**src/rtl/dtc_pkg.sv**
```systemverilog
package dtc_pkg;
  // Action taken on the queue head in the current cycle
  typedef enum logic [1:0] {
    HEAD_EMPTY = 2'd0,
    HEAD_STALL = 2'd1,
    HEAD_ISSUE = 2'd2,
    HEAD_DROP  = 2'd3
  } head_act_e;
endpackage

```
**src/rtl/dtc_chan_state.sv**
```systemverilog
module dtc_chan_state #(
  parameter int NUM_CH = 32
) (
  input  logic              clk_i,
  input  logic              rst_ni,
  input  logic [NUM_CH-1:0] hw_evt_i,
  input  logic [NUM_CH-1:0] sw_set_i,
  input  logic [NUM_CH-1:0] en_set_i,
  input  logic [NUM_CH-1:0] en_clr_i,
  input  logic [NUM_CH-1:0] miss_clr_i,
  input  logic [NUM_CH-1:0] enq_i,
  input  logic [NUM_CH-1:0] done_i,
  input  logic [NUM_CH-1:0] drop_i,
  output logic [NUM_CH-1:0] req_o,
  output logic [NUM_CH-1:0] pend_o,
  output logic [NUM_CH-1:0] en_o,
  output logic [NUM_CH-1:0] miss_o
);
  logic [NUM_CH-1:0] pend_q, pend_d;
  logic [NUM_CH-1:0] force_q, force_d;
  logic [NUM_CH-1:0] busy_q, busy_d;
  logic [NUM_CH-1:0] en_q, en_d;
  logic [NUM_CH-1:0] miss_q, miss_d;
  logic [NUM_CH-1:0] trig, fresh, again;

  always_comb begin
    trig    = hw_evt_i | sw_set_i;
    fresh   = trig & ~pend_q;
    again   = trig & pend_q;
    pend_d  = (pend_q & ~done_i) | fresh;
    force_d = (force_q & ~done_i) | (sw_set_i & ~pend_q);
    busy_d  = (busy_q & ~done_i) | enq_i;
    en_d    = (en_q | en_set_i) & ~en_clr_i;
    miss_d  = (miss_q & ~miss_clr_i) | again | drop_i;
  end

  always_ff @(posedge clk_i or negedge rst_ni) begin
    if (!rst_ni) begin
      pend_q  <= '0;
      force_q <= '0;
      busy_q  <= '0;
      en_q    <= '0;
      miss_q  <= '0;
    end else begin
      pend_q  <= pend_d;
      force_q <= force_d;
      busy_q  <= busy_d;
      en_q    <= en_d;
      miss_q  <= miss_d;
    end
  end

  assign req_o  = pend_q & (en_q | force_q) & ~busy_q;
  assign pend_o = pend_q;
  assign en_o   = en_q;
  assign miss_o = miss_q;

  // a pending bit is only removed by a head evaluation
  p_pend_kept_r1: assert property (@(posedge clk_i) disable iff (!rst_ni)
    1'b1 |=> ((($past(pend_q) & ~$past(done_i)) & ~pend_q) == '0));
  // a dropped head always leaves its miss bit set
  p_drop_miss_r5: assert property (@(posedge clk_i) disable iff (!rst_ni)
    (drop_i != '0) |=> (($past(drop_i) & ~miss_q) == '0));
  // a trigger on a still-pending channel is recorded as missed
  p_again_miss_r6: assert property (@(posedge clk_i) disable iff (!rst_ni)
    ((trig & pend_q) != '0) |=> (($past(trig & pend_q) & ~miss_q) == '0));
  // the picker never enqueues a channel that is not requesting
  p_enq_legal_r6: assert property (@(posedge clk_i) disable iff (!rst_ni)
    (enq_i & ~req_o) == '0);
endmodule

```
**src/rtl/dtc_lowest_pick.sv**
```systemverilog
module dtc_lowest_pick #(
  parameter int NUM_CH = 32,
  localparam int CW = $clog2(NUM_CH)
) (
  input  logic [NUM_CH-1:0] req_i,
  input  logic              allow_i,
  output logic [NUM_CH-1:0] grant_o,
  output logic [CW-1:0]     idx_o,
  output logic              any_o
);
  always_comb begin
    grant_o = '0;
    idx_o   = '0;
    any_o   = 1'b0;
    for (int i = NUM_CH - 1; i >= 0; i--) begin
      if (req_i[i]) begin
        idx_o = CW'(i);
        any_o = 1'b1;
      end
    end
    if (any_o && allow_i) grant_o[idx_o] = 1'b1;
  end
endmodule

```
**src/rtl/dtc_chan_fifo.sv**
```systemverilog
module dtc_chan_fifo #(
  parameter int W     = 5,
  parameter int DEPTH = 16,
  localparam int AW = $clog2(DEPTH)
) (
  input  logic         clk_i,
  input  logic         rst_ni,
  input  logic         push_i,
  input  logic [W-1:0] data_i,
  input  logic         pop_i,
  output logic [W-1:0] head_o,
  output logic         empty_o,
  output logic         full_o
);
  logic [W-1:0] mem_q [DEPTH];
  logic [AW-1:0] wr_q, wr_d, rd_q, rd_d;
  logic [AW:0]   cnt_q, cnt_d;

  always_comb begin
    wr_d  = push_i ? AW'((32'(wr_q) + 1) % DEPTH) : wr_q;
    rd_d  = pop_i  ? AW'((32'(rd_q) + 1) % DEPTH) : rd_q;
    cnt_d = cnt_q + (AW+1)'(push_i) - (AW+1)'(pop_i);
  end

  always_ff @(posedge clk_i or negedge rst_ni) begin
    if (!rst_ni) begin
      wr_q  <= '0;
      rd_q  <= '0;
      cnt_q <= '0;
    end else begin
      wr_q  <= wr_d;
      rd_q  <= rd_d;
      cnt_q <= cnt_d;
    end
  end

  always_ff @(posedge clk_i) begin
    if (push_i) mem_q[wr_q] <= data_i;
  end

  assign head_o  = mem_q[rd_q];
  assign empty_o = (cnt_q == '0);
  assign full_o  = (cnt_q == (AW+1)'(DEPTH));

  // never written while full, never read while empty
  p_no_overflow_r8: assert property (@(posedge clk_i) disable iff (!rst_ni)
    push_i |-> !full_o);
  p_no_underflow_r8: assert property (@(posedge clk_i) disable iff (!rst_ni)
    pop_i |-> !empty_o);
endmodule

```
**src/rtl/dtc_trigger_ctrl.sv**
```systemverilog
module dtc_trigger_ctrl #(
  parameter int NUM_CH  = 32,
  parameter int Q_DEPTH = 16,
  localparam int CW = $clog2(NUM_CH)
) (
  input  logic              clk_i,
  input  logic              rst_ni,
  input  logic [NUM_CH-1:0] hw_evt_i,
  input  logic [NUM_CH-1:0] sw_set_i,
  input  logic [NUM_CH-1:0] en_set_i,
  input  logic [NUM_CH-1:0] en_clr_i,
  input  logic [NUM_CH-1:0] miss_clr_i,
  input  logic [NUM_CH-1:0] desc_null_i,
  input  logic              tr_ready_i,
  output logic              tr_valid_o,
  output logic [CW-1:0]     tr_chan_o,
  output logic [NUM_CH-1:0] pend_o,
  output logic [NUM_CH-1:0] en_o,
  output logic [NUM_CH-1:0] miss_o
);
  import dtc_pkg::*;

  logic [NUM_CH-1:0] req, grant, done_mask, drop_mask;
  logic [CW-1:0]     pick_idx, head;
  logic              pick_any, q_empty, q_full, q_push, q_pop;
  head_act_e         act;

  dtc_chan_state #(.NUM_CH(NUM_CH)) u_state (
    .clk_i(clk_i), .rst_ni(rst_ni),
    .hw_evt_i(hw_evt_i), .sw_set_i(sw_set_i),
    .en_set_i(en_set_i), .en_clr_i(en_clr_i), .miss_clr_i(miss_clr_i),
    .enq_i(grant), .done_i(done_mask), .drop_i(drop_mask),
    .req_o(req), .pend_o(pend_o), .en_o(en_o), .miss_o(miss_o)
  );

  dtc_lowest_pick #(.NUM_CH(NUM_CH)) u_pick (
    .req_i(req), .allow_i(!q_full),
    .grant_o(grant), .idx_o(pick_idx), .any_o(pick_any)
  );

  assign q_push = pick_any && !q_full;

  dtc_chan_fifo #(.W(CW), .DEPTH(Q_DEPTH)) u_fifo (
    .clk_i(clk_i), .rst_ni(rst_ni),
    .push_i(q_push), .data_i(pick_idx), .pop_i(q_pop),
    .head_o(head), .empty_o(q_empty), .full_o(q_full)
  );

  always_comb begin
    if (q_empty)                act = HEAD_EMPTY;
    else if (desc_null_i[head]) act = HEAD_DROP;
    else if (tr_ready_i)        act = HEAD_ISSUE;
    else                        act = HEAD_STALL;
    q_pop     = (act == HEAD_ISSUE) || (act == HEAD_DROP);
    done_mask = '0;
    drop_mask = '0;
    if (q_pop)             done_mask[head] = 1'b1;
    if (act == HEAD_DROP)  drop_mask[head] = 1'b1;
  end

  assign tr_valid_o = (act == HEAD_ISSUE) || (act == HEAD_STALL);
  assign tr_chan_o  = head;

  // a stalled request is held unchanged
  p_hold_r9: assert property (@(posedge clk_i) disable iff (!rst_ni)
    (tr_valid_o && !tr_ready_i) |=> (tr_valid_o && $stable(tr_chan_o)));
  // no request is ever offered for a null descriptor
  p_valid_nonnull_r5: assert property (@(posedge clk_i) disable iff (!rst_ni)
    tr_valid_o |-> !desc_null_i[tr_chan_o]);
  // at most one channel is enqueued per cycle
  p_one_enq_r7: assert property (@(posedge clk_i) disable iff (!rst_ni)
    $onehot0(grant));
endmodule

```
**config.mk**
```make
export PLATFORM = sky130hd
export DESIGN_NAME = dtc_trigger_ctrl
export DESIGN_NICKNAME = d
export VERILOG_FILES = /design/src/rtl/dtc_pkg.sv /design/src/rtl/dtc_chan_state.sv /design/src/rtl/dtc_lowest_pick.sv /design/src/rtl/dtc_chan_fifo.sv /design/src/rtl/dtc_trigger_ctrl.sv
export SDC_FILE = /design/constraint.sdc
export NUM_CORES = 1
export LEC_CHECK = 0
export BUFFER_PORTS_ARGS = -buffer_cell sky130_fd_sc_hd__buf_2
export CORE_ASPECT_RATIO = 1.1
export CORE_MARGIN = 5
export CORE_UTILIZATION = 50
export CTS_BUF_LIST = sky130_fd_sc_hd__clkbuf_8
export CTS_CLUSTER_DIAMETER = 200
export CTS_CLUSTER_SIZE = 28
export DETAILED_ROUTE_END_ITERATION = 8
export PLACE_DENSITY = 0.87
export REMOVE_ABC_BUFFERS = 1
export SLEW_MARGIN = 30
export SYNTH_ARGS = -nofsm -noshare
export SYNTH_HDL_FRONTEND = slang
export SYNTH_SLANG_ARGS = --single-unit
```
**constraint.sdc**
```tcl
create_clock -name clk_i -period 12.2 [get_ports clk_i]
set_input_delay 0.61 -clock clk_i [delete_from_list [all_inputs] [get_ports clk_i]]
set_output_delay 0.61 -clock clk_i [all_outputs]
set_load 0.005 [all_outputs]
```
==> impl_table.tex <==
\begin{tabular}{lr}
\hline
Metric & Value \\
\hline
\multicolumn{2}{l}{\textbf{Status}} \\
Status & complete, no violations \\
\multicolumn{2}{l}{\textbf{Logic synthesis}} \\
Synthesized instance count & 1038 \\
Number of distinct library cells after synthesis & 66 \\
Post-synth EDFFs & 80 \\
Flip-flop and latch count after synthesis & $\sim$250 \\
Sequential share of the synthesized area & 59.2\% \\
Synth warn & 0 \\
Mean instance size in the synthesized netlist & around 11 µm² \\
Summed instance area of the synthesized netlist & 11400 µm² \\
Primary flip-flop cell chosen by synthesis mapping & dfrtp\_1 \\
FFs w/ async S/R, synth & about 68\% \\
\multicolumn{2}{l}{\textbf{Setup path}} \\
Endpoint class of the critical path & flop \\
Delay of the slowest critical-path stage & approximately 800 ps \\
Peak fanout along the critical path & 21 \\
Data required time at the worst endpoint & $\sim$13000 ps \\
Cell occurring most often along the worst timing path & inv\_1 \\
Arrival time at the worst endpoint & 6140 ps \\
Crit path kind & reg -> reg \\
Startpoint types & flop \\
Slowest stage cell, crit path & dfrtp\_2 \\
Crit-path cells & mux4\_2 -> a22oi\_1 -> nand2\_1 -> nand3\_1 -> or2\_1 -> a21oi\_1 -> a22oi\_1 -> nand4\_1 -> o22a\_1 -> ha\_1 -> nor2\_1 -> inv\_1 -> ha\_1 -> inv\_1 -> ha\_1 -> inv\_1 -> fa\_1 -> inv\_1 -> a21oi\_1 -> nor2\_1 -> nor2\_1 -> xnor2\_1 \\
\multicolumn{2}{l}{\textbf{Timing}} \\
Fin. Hold Viols & 0 \\
Final number of setup-violating endpoints & 0 \\
Slew at the pin with the worst max-slew slack & approximately 930 ps \\
Top achievable clock speed & 177 MHz \\
Unrepaired setup endpoints after global routing & false \\
Worst hold slack across all endpoints & about 110 ps \\
Total negative slack for setup checks & 0 ps \\
Final worst path period need & 5660 ps \\
Relative slew slack & about 38\% \\
Clock skew after layout & 90.0 ps \\
Share of the clock period used by the worst path & a little under half \\
Max-slew violation total from the final report & 0 \\
\multicolumn{2}{l}{\textbf{Finish}} \\
Fraction of layout cells with a size suffix above 1 & 27.3\% \\
Number of nets in the layout & 1548 \\
Commonest non-fill, non-tap cell in the layout & buf\_2 \\
FILL cells & approximately 1800 \\
Most used cells in the layout excluding fill and tap cells & buf\_2, dfrtp\_1, inv\_1 \\
Signed area change from the synthesized netlist to the final layout & 18.0\% \\
\multicolumn{2}{l}{\textbf{CTS}} \\
Setup fix buffers added after clock tree synthesis & 0 \\
CTS root buffer & clkbuf\_8 \\
H-Tree Level Count & 1 \\
Clock tree from TritonCTS & built \\
CTS-repair resized insts & 0 \\
Clk slew on worst S/H paths & approximately 190 ps \\
Clock buffer count from CTS & 13 \\
Insertion delay of the later-clocked pin in the worst-skew pair & between 500 and 600 ps \\
Number of clock sinks & between 200 and 300 \\
Max clock buf depth & 3 \\
\# hold bufs at CTS & 0 \\
\multicolumn{2}{l}{\textbf{GRT}} \\
Total routing usage reported by global routing & between 20 and 30\% \\
Residual overflow from global routing & 0 \\
Antenna violations before repair & 3 \\
Maximum number of pins on one net before global-route repair & 90 \\
Via count of the first global-routing pass & roughly 9600 \\
Wire length of the first global-routing pass & $\sim$54000 µm \\
\multicolumn{2}{l}{\textbf{Placed design}} \\
Detailed Place HPWL & around 28000 µm \\
Count of buffers inserted at the top-level ports & slightly below 300 \\
GP Congestion & 0.932 \\
\multicolumn{2}{l}{\textbf{Die}} \\
DIE AREA & around 26000 µm² \\
Num ports & 297 \\
Total number of placement rows & 57 \\
Vert. Die Dim & roughly 170 µm \\
Area of the core region & 22300 µm² \\
Width of the die & 154 µm \\
Starting utilization of the core area & between 50\% and 60\% \\
\multicolumn{2}{l}{\textbf{Route}} \\
Total iterations of the first detailed-routing run & 5 \\
Violation count after the first detailed-route iteration & 1160 \\
Detail Route Antenna Nets & 0 \\
Post-detailed-route DRC marker count & 0 \\
Total detailed-routing wirelength & about 37000 µm \\
Vias per cell & 5.98 \\
Routed length per instance & 22.3 µm \\
Number of vias in the routed layout & 9821 \\
\multicolumn{2}{l}{\textbf{Min path}} \\
Hold Crit Class & in -> async \\
\multicolumn{2}{l}{\textbf{Power and ir drop}} \\
Maximum vdd ir drop & between 0.00015 and 0.0002 V \\
Pwr dens & approximately 290 nW/µm² \\
Power, Total & $\sim$4 mW \\
Leakage power & $\sim$6 nW \\
\multicolumn{2}{l}{\textbf{Flow run}} \\
Number of maximum-capacitance violations & 0 \\
\hline
\end{tabular}
## worst max-delay path: cells and delay by family, from the launching register on
kind | cells | cell delay [ps]
DFF | 1 | 820
xor gates and xnor gates | 1 | 110
muxes | 1 | 580
and+or+nand+nor | 7 | 1660
buffers and inverters | 4 | 390
adders and majority gates | 4 | 1140
AOI/OAI and AO/OA | 5 | 890
## power breakdown
part	internal [mW]	total, mW	leakage [nW]	switching (mW)
Combinational	0.702	2.14	3.41	1.44
Sequential	1.24	1.44	2.60	0.202
Clock	0.105	0.366	0.132	0.260
Total	2.05	3.95	6.15	1.90
## flip-flops by register name, summed over array words and instances, names as in the netlist
register	count
u_state.pend_o	32
u_fifo.rd_q	4
u_fifo.wr_q	4
u_state.en_o	32
u_fifo.mem_q	80
u_state.force_q	32
u_state.busy_q	32
u_state.miss_o	32
u_fifo.cnt_q	5
## final cells by class
| cell class | instances | area [µm²] | area share (%) |
|---|---|---|---|
| Tap cell | 295 | 369 | 2.75 |
| Clock buffer | 13 | 179 | 1.33 |
| Inverter | 122 | 458 | 3.41 |
| Sequential cell | 253 | 6730 | 50.1 |
| Antenna cell | 3 | 7.51 | 0.0559 |
| Multi-Input combinational cell | 643 | 4060 | 30.3 |
| Clock inverter | 6 | 48.8 | 0.363 |
| Timing Repair Buffer | 306 | 1570 | 11.7 |
## path summary, 6_finish.rpt
kind / start / to / slack, ps / depth (start not counted)
max reg2reg: u_fifo.rd_q[0]$_DFFE_PN0N_ / u_fifo.cnt_q[4]$_DFF_PN0_ / 6540 / 22
max in group asynchronous: rst_ni / u_fifo.rd_q[0]$_DFFE_PN0N_ / 10830 / 2
min in group clk_i: en_clr_i[4] / u_state.en_o[4]$_DFF_PN0_ / 170 / 2
max: u_fifo.rd_q[0]$_DFFE_PN0N_ / u_fifo.cnt_q[4]$_DFF_PN0_ / 6540 / 22
min reg2reg: u_state.force_q[16]$_DFF_PN0_ / u_state.force_q[16]$_DFF_PN0_ / 500 / 2
min: rst_ni / u_state.en_o[24]$_DFF_PN0_ / 110 / 1
## cells by family (layout without fill, tap and decap cells)
family                     count (synthesis)  in the layout  share of synthesized area [%]
buffers and inverters                    142            447                           5.20
adders and majority gates                 14             14                           1.61
and+or+nand+nor                          329            329                           13.0
xor gates and xnor gates                  10             10                          0.770
AOI/OAI and AO/OA                        252            252                           14.8
DFF                                      253            253                           59.2
other                                      0              3                              0
muxes                                     38             38                           5.45
## cells in the mapped netlist (2+ instances only)
master	number	area share, %
or2_2	2	0.11
nand2_1	122	4.0
buf_6	5	0.50
o211a_1	2	0.18
nor3_1	44	1.9
o22a_1	2	0.15
a21boi_0	2	0.13
a21o_1	2	0.13
buf_2	8	0.35
nor2b_1	5	0.28
mux2i_1	18	1.6
nor2_1	100	3.3
ha_1	13	1.4
dfrtp_1	173	38
a21oi_1	26	1.1
clkbuf_1	2	0.066
o21ai_0	86	3.8
a22o_1	6	0.46
a31o_2	2	0.15
xnor2_1	9	0.69
nand2b_1	8	0.44
nand4_1	11	0.61
buf_4	3	0.20
a22oi_2	4	0.44
o221ai_1	32	2.5
edfxtp_1	80	21
a31oi_1	27	1.5
o22ai_1	8	0.44
a32o_1	3	0.26
inv_1	120	4.0
buf_1	2	0.066
nor3b_1	2	0.13
o211ai_1	32	2.1
and2_1	3	0.17
mux4_2	19	3.8
a22oi_1	7	0.46
nor3_2	2	0.18
nand3_1	17	0.75
nor2_2	2	0.11
## metrics by stage
step / cells / instance area (µm²) / setup WS, ps / util (%)
after detailed placement: 1619 / 13200 / 6580 / 59.2
after global routing: 1640 / 13400 / 6190 / 60.3
after global placement: 1619 / 13200 / 6470 / 59.2
after floorplan: 1018 / 11200 / 6970 / -
after CTS: 1638 / 13400 / 6580 / 60.3
final: 1641 / 13400 / 6540 / 60.3
## metal layers
layer	track usage, %	up-vias	wire length (µm)
li1	-	4297	-
met1	34.8	4773	13400
met2	44.7	657	17600
met3	5.67	92	3930
met4	10.9	2	1610
met5	0	-	13
No activity file was read; power rests on OpenSTA's default activity.
